$ cat config.mk
export PLATFORM = sky130hd
export DESIGN_NAME = assoc_xlate
export DESIGN_NICKNAME = d
export VERILOG_FILES = /design/src/rtl/assoc_xlate_pkg.sv /design/src/rtl/assoc_xlate_dp.sv /design/src/rtl/assoc_xlate_ctrl.sv /design/src/rtl/assoc_xlate.sv
export SDC_FILE = /design/constraint.sdc
export NUM_CORES = 1
export LEC_CHECK = 0
export ABC_AREA = 1
export CAP_MARGIN = 30
export CORE_MARGIN = 3
export CORE_UTILIZATION = 63
export DETAILED_ROUTE_END_ITERATION = 8
export GPL_TIMING_DRIVEN = 0
export PLACE_DENSITY = 0.81
export SYNTH_ARGS = -nofsm -noshare
export SYNTH_HDL_FRONTEND = slang
export SYNTH_SLANG_ARGS = --single-unit
$ cat constraint.sdc
create_clock -name clk -period 14.4 [get_ports clk]
set_input_delay 2.16 -clock clk [delete_from_list [all_inputs] [get_ports clk]]
set_output_delay 2.16 -clock clk [all_outputs]
set_load 0.02 [all_outputs]
$ cat src/rtl/assoc_xlate_pkg.sv
package assoc_xlate_pkg;

  localparam int ADDR_W = 32;
  localparam int PAGE_LSB = 10;
  localparam int VPN_W = ADDR_W - PAGE_LSB;
  localparam int CODE_W = 12;

  typedef enum logic [1:0] {
    KIND_READ  = 2'd0,
    KIND_WRITE = 2'd1,
    KIND_FETCH = 2'd2
  } accKind_e;

  localparam logic [CODE_W-1:0] EXC_NONE      = 12'h000;
  localparam logic [CODE_W-1:0] EXC_MISS_RD   = 12'h040;
  localparam logic [CODE_W-1:0] EXC_MISS_WR   = 12'h060;
  localparam logic [CODE_W-1:0] EXC_FIRST_WR  = 12'h080;
  localparam logic [CODE_W-1:0] EXC_PROT_RD   = 12'h0A0;
  localparam logic [CODE_W-1:0] EXC_PROT_WR   = 12'h0C0;
  localparam logic [CODE_W-1:0] EXC_ADDR_RD   = 12'h0E0;
  localparam logic [CODE_W-1:0] EXC_ADDR_WR   = 12'h100;
  localparam logic [CODE_W-1:0] EXC_MULTI     = 12'h140;

  typedef enum logic [1:0] {
    PA_ZERO  = 2'd0,
    PA_LOW29 = 2'd1,
    PA_RAW   = 2'd2,
    PA_PAGE  = 2'd3
  } paSel_e;

  // control -> datapath strobes
  typedef struct packed {
    logic              capture;
    logic              ok;
    paSel_e            paSel;
    logic [CODE_W-1:0] code;
  } xlStrobe_t;

  // datapath -> control summary of the associative search
  typedef struct packed {
    logic       anyHit;
    logic       multiHit;
    logic [1:0] prot;
    logic       dirty;
  } hitInfo_t;

  // in-page offset mask for a size code
  function automatic logic [ADDR_W-1:0] pageMask(input logic [1:0] sizeCode);
    case (sizeCode)
      2'd0:    pageMask = 32'h0000_03FF;
      2'd1:    pageMask = 32'h0000_0FFF;
      2'd2:    pageMask = 32'h0000_FFFF;
      default: pageMask = 32'h000F_FFFF;
    endcase
  endfunction

endpackage

$ cat src/rtl/assoc_xlate_dp.sv
module assoc_xlate_dp
  import assoc_xlate_pkg::*;
#(
  parameter int NUM_ENTRIES = 8,
  parameter int ASID_W = 8,
  parameter int PPN_W = 19,
  localparam int IDX_W = $clog2(NUM_ENTRIES),
  localparam int CNT_W = $clog2(NUM_ENTRIES + 1),
  localparam int PAD_W = ADDR_W - PAGE_LSB - PPN_W
) (
  input  logic              clk,
  input  logic              rstN,
  input  logic [ADDR_W-1:0] reqAddr,
  input  logic [ASID_W-1:0] curAsid,
  input  logic              asidCheck,
  input  logic              loadEn,
  input  logic [IDX_W-1:0]  loadIdx,
  input  logic [VPN_W-1:0]  loadVpn,
  input  logic [ASID_W-1:0] loadAsid,
  input  logic [PPN_W-1:0]  loadPpn,
  input  logic [1:0]        loadSize,
  input  logic [1:0]        loadProt,
  input  logic              loadDirty,
  input  logic              loadShared,
  input  logic              loadValid,
  input  xlStrobe_t         strb,
  output hitInfo_t          hitInfo,
  output logic              rspValid,
  output logic              rspOk,
  output logic [CODE_W-1:0] rspCode,
  output logic [ADDR_W-1:0] rspPaddr
);

  logic              entVld    [NUM_ENTRIES];
  logic [VPN_W-1:0]  entVpn    [NUM_ENTRIES];
  logic [ASID_W-1:0] entAsid   [NUM_ENTRIES];
  logic [PPN_W-1:0]  entPpn    [NUM_ENTRIES];
  logic [1:0]        entSize   [NUM_ENTRIES];
  logic [1:0]        entProt   [NUM_ENTRIES];
  logic              entDirty  [NUM_ENTRIES];
  logic              entShared [NUM_ENTRIES];
  logic [NUM_ENTRIES-1:0] matchVec;

  for (genvar gi = 0; gi < NUM_ENTRIES; gi++) begin : g_entry
    logic [ADDR_W-1:0] offMask;
    logic tagOk;
    logic addrOk;

    always_ff @(posedge clk) begin
      if (!rstN) begin
        entVld[gi]    <= 1'b0;
        entVpn[gi]    <= '0;
        entAsid[gi]   <= '0;
        entPpn[gi]    <= '0;
        entSize[gi]   <= '0;
        entProt[gi]   <= '0;
        entDirty[gi]  <= 1'b0;
        entShared[gi] <= 1'b0;
      end else if (loadEn && (loadIdx == IDX_W'(gi))) begin
        entVld[gi]    <= loadValid;
        entVpn[gi]    <= loadVpn;
        entAsid[gi]   <= loadAsid;
        entPpn[gi]    <= loadPpn;
        entSize[gi]   <= loadSize;
        entProt[gi]   <= loadProt;
        entDirty[gi]  <= loadDirty;
        entShared[gi] <= loadShared;
      end
    end

    always_comb begin
      offMask = pageMask(entSize[gi]);
      tagOk   = entShared[gi] || !asidCheck || (entAsid[gi] == curAsid);
      addrOk  = (((reqAddr ^ {entVpn[gi], {PAGE_LSB{1'b0}}}) & ~offMask) == '0);
      matchVec[gi] = entVld[gi] && tagOk && addrOk;
    end
  end

  logic [CNT_W-1:0]  hitCnt;
  logic [IDX_W-1:0]  selIdx;
  logic [ADDR_W-1:0] selMask;
  logic [ADDR_W-1:0] pagePa;

  always_comb begin
    hitCnt = '0;
    selIdx = '0;
    for (int i = 0; i < NUM_ENTRIES; i++) begin
      hitCnt = hitCnt + CNT_W'(matchVec[i]);
      if (matchVec[i]) selIdx = IDX_W'(i);
    end
    selMask = pageMask(entSize[selIdx]);
    pagePa  = ({{PAD_W{1'b0}}, entPpn[selIdx], {PAGE_LSB{1'b0}}} & ~selMask)
            | (reqAddr & selMask);
    hitInfo.anyHit   = (hitCnt != '0);
    hitInfo.multiHit = (hitCnt > CNT_W'(1));
    hitInfo.prot     = entProt[selIdx];
    hitInfo.dirty    = entDirty[selIdx];
  end

  logic [ADDR_W-1:0] nextPa;
  always_comb begin
    case (strb.paSel)
      PA_LOW29: nextPa = {3'b000, reqAddr[ADDR_W-4:0]};
      PA_RAW:   nextPa = reqAddr;
      PA_PAGE:  nextPa = pagePa;
      default:  nextPa = '0;
    endcase
  end

  always_ff @(posedge clk) begin
    if (!rstN) begin
      rspValid <= 1'b0;
      rspOk    <= 1'b0;
      rspCode  <= '0;
      rspPaddr <= '0;
    end else begin
      rspValid <= strb.capture;
      rspOk    <= strb.capture && strb.ok;
      rspCode  <= strb.capture ? strb.code : '0;
      rspPaddr <= strb.capture ? nextPa : '0;
    end
  end

endmodule

$ cat src/rtl/assoc_xlate_ctrl.sv
module assoc_xlate_ctrl
  import assoc_xlate_pkg::*;
(
  input  logic              reqValid,
  input  logic [ADDR_W-1:0] reqAddr,
  input  logic [1:0]        reqKind,
  input  logic              privMode,
  input  logic              xlateOn,
  input  logic              singleSpace,
  input  hitInfo_t          hitInfo,
  output logic              asidCheck,
  output xlStrobe_t         strb
);

  logic isWrite;
  logic inDirect;
  logic inHigh;
  logic inUserWindow;

  always_comb begin
    isWrite      = (accKind_e'(reqKind) == KIND_WRITE);
    inDirect     = (reqAddr[31:30] == 2'b10);
    inHigh       = (reqAddr[31:29] == 3'b111);
    inUserWindow = (reqAddr[31:26] == 6'b111000);
    asidCheck    = !(singleSpace && privMode);

    strb = '{capture: 1'b0, ok: 1'b0, paSel: PA_ZERO, code: EXC_NONE};
    if (reqValid) begin
      strb.capture = 1'b1;
      if (inDirect || inHigh) begin
        if (!privMode && !inUserWindow) begin
          strb.code = isWrite ? EXC_ADDR_WR : EXC_ADDR_RD;
        end else begin
          strb.ok    = 1'b1;
          strb.paSel = inDirect ? PA_LOW29 : PA_RAW;
        end
      end else if (!xlateOn) begin
        strb.ok    = 1'b1;
        strb.paSel = PA_LOW29;
      end else if (hitInfo.multiHit) begin
        strb.code = EXC_MULTI;
      end else if (!hitInfo.anyHit) begin
        strb.code = isWrite ? EXC_MISS_WR : EXC_MISS_RD;
      end else if (!privMode && !hitInfo.prot[1]) begin
        strb.code = isWrite ? EXC_PROT_WR : EXC_PROT_RD;
      end else if (isWrite && !hitInfo.prot[0]) begin
        strb.code = EXC_PROT_WR;
      end else if (isWrite && !hitInfo.dirty) begin
        strb.code = EXC_FIRST_WR;
      end else begin
        strb.ok    = 1'b1;
        strb.paSel = PA_PAGE;
      end
    end
  end

endmodule

$ cat src/rtl/assoc_xlate.sv
module assoc_xlate
  import assoc_xlate_pkg::*;
#(
  parameter int NUM_ENTRIES = 8,
  parameter int ASID_W = 8,
  parameter int PPN_W = 19,
  localparam int IDX_W = $clog2(NUM_ENTRIES)
) (
  input  logic              clk,
  input  logic              rstN,
  input  logic              reqValid,
  input  logic [31:0]       reqAddr,
  input  logic [1:0]        reqKind,
  input  logic              privMode,
  input  logic              xlateOn,
  input  logic              singleSpace,
  input  logic [ASID_W-1:0] curAsid,
  input  logic              loadEn,
  input  logic [IDX_W-1:0]  loadIdx,
  input  logic [21:0]       loadVpn,
  input  logic [ASID_W-1:0] loadAsid,
  input  logic [PPN_W-1:0]  loadPpn,
  input  logic [1:0]        loadSize,
  input  logic [1:0]        loadProt,
  input  logic              loadDirty,
  input  logic              loadShared,
  input  logic              loadValid,
  output logic              rspValid,
  output logic              rspOk,
  output logic [11:0]       rspCode,
  output logic [31:0]       rspPaddr
);

  xlStrobe_t strb;
  hitInfo_t  hitInfo;
  logic      asidCheck;

  assoc_xlate_ctrl ctrl_i (
    .reqValid   (reqValid),
    .reqAddr    (reqAddr),
    .reqKind    (reqKind),
    .privMode   (privMode),
    .xlateOn    (xlateOn),
    .singleSpace(singleSpace),
    .hitInfo    (hitInfo),
    .asidCheck  (asidCheck),
    .strb       (strb)
  );

  assoc_xlate_dp #(
    .NUM_ENTRIES(NUM_ENTRIES),
    .ASID_W     (ASID_W),
    .PPN_W      (PPN_W)
  ) dp_i (
    .clk       (clk),
    .rstN      (rstN),
    .reqAddr   (reqAddr),
    .curAsid   (curAsid),
    .asidCheck (asidCheck),
    .loadEn    (loadEn),
    .loadIdx   (loadIdx),
    .loadVpn   (loadVpn),
    .loadAsid  (loadAsid),
    .loadPpn   (loadPpn),
    .loadSize  (loadSize),
    .loadProt  (loadProt),
    .loadDirty (loadDirty),
    .loadShared(loadShared),
    .loadValid (loadValid),
    .strb      (strb),
    .hitInfo   (hitInfo),
    .rspValid  (rspValid),
    .rspOk     (rspOk),
    .rspCode   (rspCode),
    .rspPaddr  (rspPaddr)
  );

endmodule

## After elaboration in Yosys (flattened, before gate mapping)

Memories as Yosys holds them, arrays and structs flattened.
Index checks and enable logic that the tools add are counted.
Widths: inputs -> output; s select.

- Memories kept: 8
- RAM bits: 448
- Output and inout bits: 46
- Bits of input ports: 108
- Register bits: 46

Memories:

| memory | depth | bits a word | read ports | clocked after Yosys merged registers in | write ports | RTL line | text |
|---|---|---|---|---|---|---|---|
| dp_i.entVpn | 8 | 22 | 8 | 0 | 8 | assoc_xlate_dp.sv:35 | `logic [VPN_W-1:0] entVpn [NUM_ENTRIES];` |
| dp_i.entPpn | 8 | 19 | 1 | 0 | 8 | assoc_xlate_dp.sv:37 | `logic [PPN_W-1:0] entPpn [NUM_ENTRIES];` |
| dp_i.entAsid | 8 | 8 | 8 | 0 | 8 | assoc_xlate_dp.sv:36 | `logic [ASID_W-1:0] entAsid [NUM_ENTRIES];` |
| dp_i.entProt | 8 | 2 | 1 | 0 | 8 | assoc_xlate_dp.sv:39 | `logic [1:0] entProt [NUM_ENTRIES];` |
| dp_i.entSize | 8 | 2 | 9 | 0 | 8 | assoc_xlate_dp.sv:38 | `logic [1:0] entSize [NUM_ENTRIES];` |
| dp_i.entDirty | 8 | 1 | 1 | 0 | 8 | assoc_xlate_dp.sv:40 | `logic entDirty [NUM_ENTRIES];` |
| 2 more memories | -- | -- | -- | -- | -- | -- |  |

- Equality and inequality tests: 40
- Reduce and logical (&&, ||, !) cells: 73
- $add $sub $neg: 7
- Bitwise gates (word level): 92
- Multiplexer cells: 126
- Magnitude comparators: 1

Operators with widths:

| kind | number |
|---|---|
| $pmux 20 s3 | 9 |
| $not 20->32 | 9 |
| $and 32x32->32 | 8 |
| $logic_not 32->1 | 8 |
| $xor 32x32->32 | 8 |
| $mux 22 | 8 |
| $mux 19 | 8 |
| $pmux 32 s3 | 1 |
| $mux 12 | 6 |
| $mux 8 | 9 |
| $eq 8x8->1 | 8 |
| $or 1x1->1 | 64 |
| $mux 1 | 50 |
| $mux 2 | 19 |
| $mux 3 | 11 |
| $and 29x32->32 | 1 |
| $and 32x20->32 | 1 |
| $or 32x32->32 | 1 |
| $logic_and 1x1->1 | 30 |
| $add 4x1->4 | 6 |
| $eq 2x2->1 const B | 12 |
| $eq 2x1->1 const B | 11 |
| $logic_not 2->1 | 9 |
| $logic_or 1x1->1 | 17 |
| other kinds (16) | 25 |

## Logic depth before layout (Yosys ltp)

An unclocked memory read counts as a cell.

- Depth in word-level cells: 27
- Depth in mapped cells: 32
- Mapped depth without buffers: 29

## By module

From an unflattened synthesis, not the netlist that was laid out.

- Cell total of the unflattened synthesis: 2750
- Area total of the unflattened synthesis: 24703.7 um2

Modules (own cells, without submodules):

| module | area an instance (um2) | cells an instance | times used |
|---|---|---|---|
| assoc_xlate_dp | 24310.8 | 2680 | 1 |
| assoc_xlate_ctrl | 392.9 | 70 | 1 |

## Worst setup path before layout

No wires, ideal clock.

- Path kind: input port to flip-flop
- From: in loadIdx[2]
- To: mem dp_i.entAsid[7][0] (netlist: dp_i.entAsid[1][24]), enable pin
- Arrival: 6.175 ns
- Stages on the path: 2
- Path buffers: 0
- Setup time: 0.547 ns
- Slack: 7.677 ns
- Cells stage by stage: nand2_1 o21ai_0

RTL lines:

| what | RTL line | text |
|---|---|---|
| start: declaration | assoc_xlate.sv:19 | `input logic [IDX_W-1:0] loadIdx,` |
| end: declaration | assoc_xlate_dp.sv:36 |  |

## Final worst setup path

- From: in reqAddr[20]
- To: reg dp_i.rspPaddr[24]

- Word-level cells in the longest chain between the ends: 24
- Elaborated cells between the ends (all ways): 71
- Those cells by class: 7 x add/sub; 1 x order compare; 3 x eq/ne; 16 x mux; 18 x bitwise; 23 x reduce/logical; 3 x memory

Ends and longest elaborated chain:

| what | RTL line | text |
|---|---|---|
| start: declaration | assoc_xlate.sv:12 | `input logic [31:0] reqAddr,` |
| parallel branches: the longest is 23 deep, another holds $add 4x1->4 | -- |  |
| $pmux 32 s3 (*) | assoc_xlate_dp.sv:102 | `case (strb.paSel)` |
| end signal: assignment | assoc_xlate_dp.sv:120 | `rspPaddr <= strb.capture ? nextPa : '0;` |
| end: declaration | assoc_xlate_dp.sv:31 | `output logic [ADDR_W-1:0] rspPaddr` |

Every way passes the cells marked *.
A chain may end at the register's enable or synchronous reset.

==> metrics.md <==
| Metric | Value |
|---|---|
| Status | `finished clean` |
| # DRC | `0` |
| DRT Pass-1 Iters | `8` |
| DR WL met3 | `9773 um` |
| DIE HEIGHT | `200.4 um` |
| Max frequency | `0.1179 GHz` |
| Post-CTS setup buffer count | `0` |
| Final Worst Setup Slack | `5.919 ns` |
| Slew Viols, Final | `0` |
| Leading area contributor after synthesis | `edfxtp_1` |
| Row cnt | `70` |
| Sw Ratio | `0.2446` |
| Critical path launch point type | `input pin` |
| Post-synth cell types | `53` |
| Chip width | `200.4 um` |
| Total placed cells including tap cells | `3175` |
| Clock power frac | `0.400` |
| Commonest non-fill, non-tap cells in the layout | `651 x nor2_1, 467 x nand2_1, 445 x edfxtp_1` |
| Sequential Power Share | `0.498` |
| CP dominant cell by count | `nand2_1` |
| Final wirelength | `73350 um` |
| Setup CP Type | `in2reg` |
| IO Port Bufs | `124` |
| Ys Warns | `0` |
| Fin cells | `3275` |
| Final Cycle Share | `0.5890` |
| CTS H-tree lvls | `2` |
| Proportion of layout cells with a drive suffix above 1 | `0.07945` |
| Mapped cell area | `23820 sq um` |
| Yosys reg bits | `486` |
| Die area | `40180 sq um` |
| Dpl ws | `5.630 ns` |
| Final Setup Violations | `0` |
| Critical Path Source | `reqAddr[20]` |
| Wire per inst | `22.40 um` |
| Worst EP required | `14.85 ns` |
| Final worst path period need | `8.481 ns` |
| # clock sinks | `486` |
| GPL Wtd Cong | `0.9836` |
| Clk_skew | `0.02599 ns` |
| Number of global-route vias before repair | `18617` |
| Switch Pwr | `0.8196 mW` |
| Final net count | `2841` |
| Seq/Total Area, Yosys | `0.5955` |
| Critical path peak fanout | `10` |
| R2R Path Start | `dp_i.entVpn[0][3]` |
| Top cell type's share of synthesized area | `0.5610` |
| Root buffer cell | `clkbuf_16` |
| Starting Density | `0.6444` |
| Maximum VDD drop | `0.00009731 V` |
| Cell Pwr Density | `121.3 nW/um^2` |
| Routed wl met2 | `33800 um` |
| Worst path buffer plus inverter count | `8` |
| Hold Violations, Final | `0` |
| Worst R2R Path Depth | `26` |
| Slowest stage cell, crit path | `clkdlybuf4s50_1` |
| Average size of a mapped cell | `9.396 sq um` |
| Clk_lat worst skew | `0.61 ns` |
| Max-cap viol count | `0` |
| Crit path capture | `dp_i.rspPaddr[24]` |
| Area grow syn2layout | `15.92%` |
| WL met1 | `25750 um` |
| Levels on crit path | `30` |
| Crit path DAT | `8.93 ns` |
| Comb power frac | `0.102` |
| Initial antenna violation count | `1` |
| FF-to-FF End | `dp_i.rspPaddr[24]` |
| Top cells by area, synth | `edfxtp_1 56%, nor2_1 10%, nand2_1 7.5%, xnor2_1 3.7%, dfxtp_1 3.4%` |
| Clk pin slew, worst setup/hold paths | `0.06 ns` |
| RSZ-0062 raised after global routing | `false` |
| Crit-path max cell delay | `0.72 ns` |
| CP delay by family, top | `buffers and inverters` |
| R2r setup slk | `8.21 ns` |
| Drt initial violations | `2752` |
| Cells after Synth | `2535` |
| Via Count | `19333` |
| Congestion Overflow GR | `0` |
| Worst relative slew slack | `0.3021` |
| CTS tree | `built` |
| IO Pins | `154` |
| Worst slew pin tran | `1.047 ns` |
| Synth Flop Type | `edfxtp_1` |
| Clock buffer depth | `3` |
| Resized cells post-CTS | `0` |
| LEAKAGE | `11.25 nW` |
| Core area | `36960 sq um` |
| Antenna-violating nets left | `0` |
| Crit path capture type | `flip-flop` |
| GRT Total Usage | `0.3585` |
| Setup tns final | `0 ns` |
| Leading cell type in the layout, fill and taps excluded | `nor2_1` |
| Largest net degree at the start of global routing | `57` |
| Hold crit path type | `reg2reg` |
| Asr flop ratio synth | `0` |
| EDFF count, synth | `445` |
| Total CTS buffers | `51` |
| First-pass GRT wire length | `109200 um` |
| Post-CTS Hold Buffers | `0` |
| Power Internal | `2.531 mW` |
| Via density | `5.903` |
| HPWL after DPL | `49690 um` |
| Top sig layer | `met5` |
how the worst min path moves through the flow:
stage	from	to	slack, ns	cells after the start
floorplan	dp_i.entShared[1][0]	dp_i.entShared[1][0]	0.45	2
global placement	dp_i.entShared[1][0]	dp_i.entShared[1][0]	0.46	2
detailed placement	dp_i.entShared[1][0]	dp_i.entShared[1][0]	0.47	2
CTS	dp_i.entShared[1][0]	dp_i.entShared[1][0]	0.48	2
global route	dp_i.entShared[1][0]	dp_i.entShared[1][0]	0.50	2
finish	dp_i.entShared[1][0]	dp_i.entShared[1][0]	0.48	2
stage by stage:
step / total power [mW] / cell area (sq um) / hold WS [ns] / util
2_1_floorplan: 1.894 / 23850 / 0.4492 / -
3_3_place_gp: 2.014 / 25720 / 0.4589 / 0.6958
3_5_place_dp: 2.025 / 25890 / 0.4729 / 0.7004
4_1_cts: 3.336 / 27580 / 0.4844 / 0.7461
5_1_grt: 3.433 / 27610 / 0.5041 / 0.7469
6_report: 3.350 / 27610 / 0.4823 / 0.7471
worst min-delay path, stage by stage, from the launching register on:
cell,delay (ns)
dfxtp_1,0.30
inv_1,0.06
o22ai_1,0.07
layout make-up:
type	count	area (sq um)
Buffer	133	718.2
Timing Repair Buffer	131	1379
Clock buffer	65	1370
Inverter	218	818.3
Clock inverter	31	317.8
Antenna cell	2	5.005
Fill cell	2622	9349
Sequential cell	486	14180
Tap cell	504	630.6
Multi-Input combinational cell	1705	8189
Yosys cell counts, types with 8 or more instances:
cell and number:
a21oi_1 38, buf_2 30, buf_4 30, clkbuf_1 59, dfxtp_1 41, edfxtp_1 445, inv_1 208, inv_2 10
mux2i_1 9, nand2_1 474, nand2_2 9, nand3_1 111, nand4_1 43, nor2_1 651, nor3_1 18, o211ai_1 8
o21ai_0 72, o22ai_1 27, or2_2 22, xnor2_1 101, xor2_1 47
state kept, by name, summed over array words and instances, names as in the netlist:
signal          flops
dp_i.rspCode        4
dp_i.entPpn       152
dp_i.entSize       16
dp_i.entDirty       8
dp_i.entShared      8
dp_i.entVld         8
dp_i.entVpn       176
dp_i.entProt       16
dp_i.rspValid       1
dp_i.entAsid       64
dp_i.rspOk          1
dp_i.rspPaddr      32
metal layers:
layer  up-vias  track usage
met3       252      0.07783
li1       8643            -
met5         -            0
met2      1366       0.5720
met4         2       0.1784
met1      9070       0.4701
power by group through the flow:
stage	clock [mW]	combinational, mW	sequential (mW)
CTS	1.34	0.332	1.67
detailed placement	0	0.329	1.70
finish	1.34	0.341	1.67
global route	1.39	0.365	1.68
global placement	0	0.315	1.70
floorplan	0	0.200	1.69
cells by family (layout without fill, tap and decap cells):
family / Yosys count / after routing / synth area share
mux: 9 / 9 / 0.003782
buf+inv: 351 / 578 / 0.06451
simple gates: 1365 / 1365 / 0.2367
flops: 486 / 486 / 0.5955
compound gates: 168 / 168 / 0.04003
fa+ha+maj: 7 / 7 / 0.004938
other cells: 1 / 10 / 0.0001574
xor+xnor: 148 / 148 / 0.05442
No activity file was read; power rests on OpenSTA's default activity.
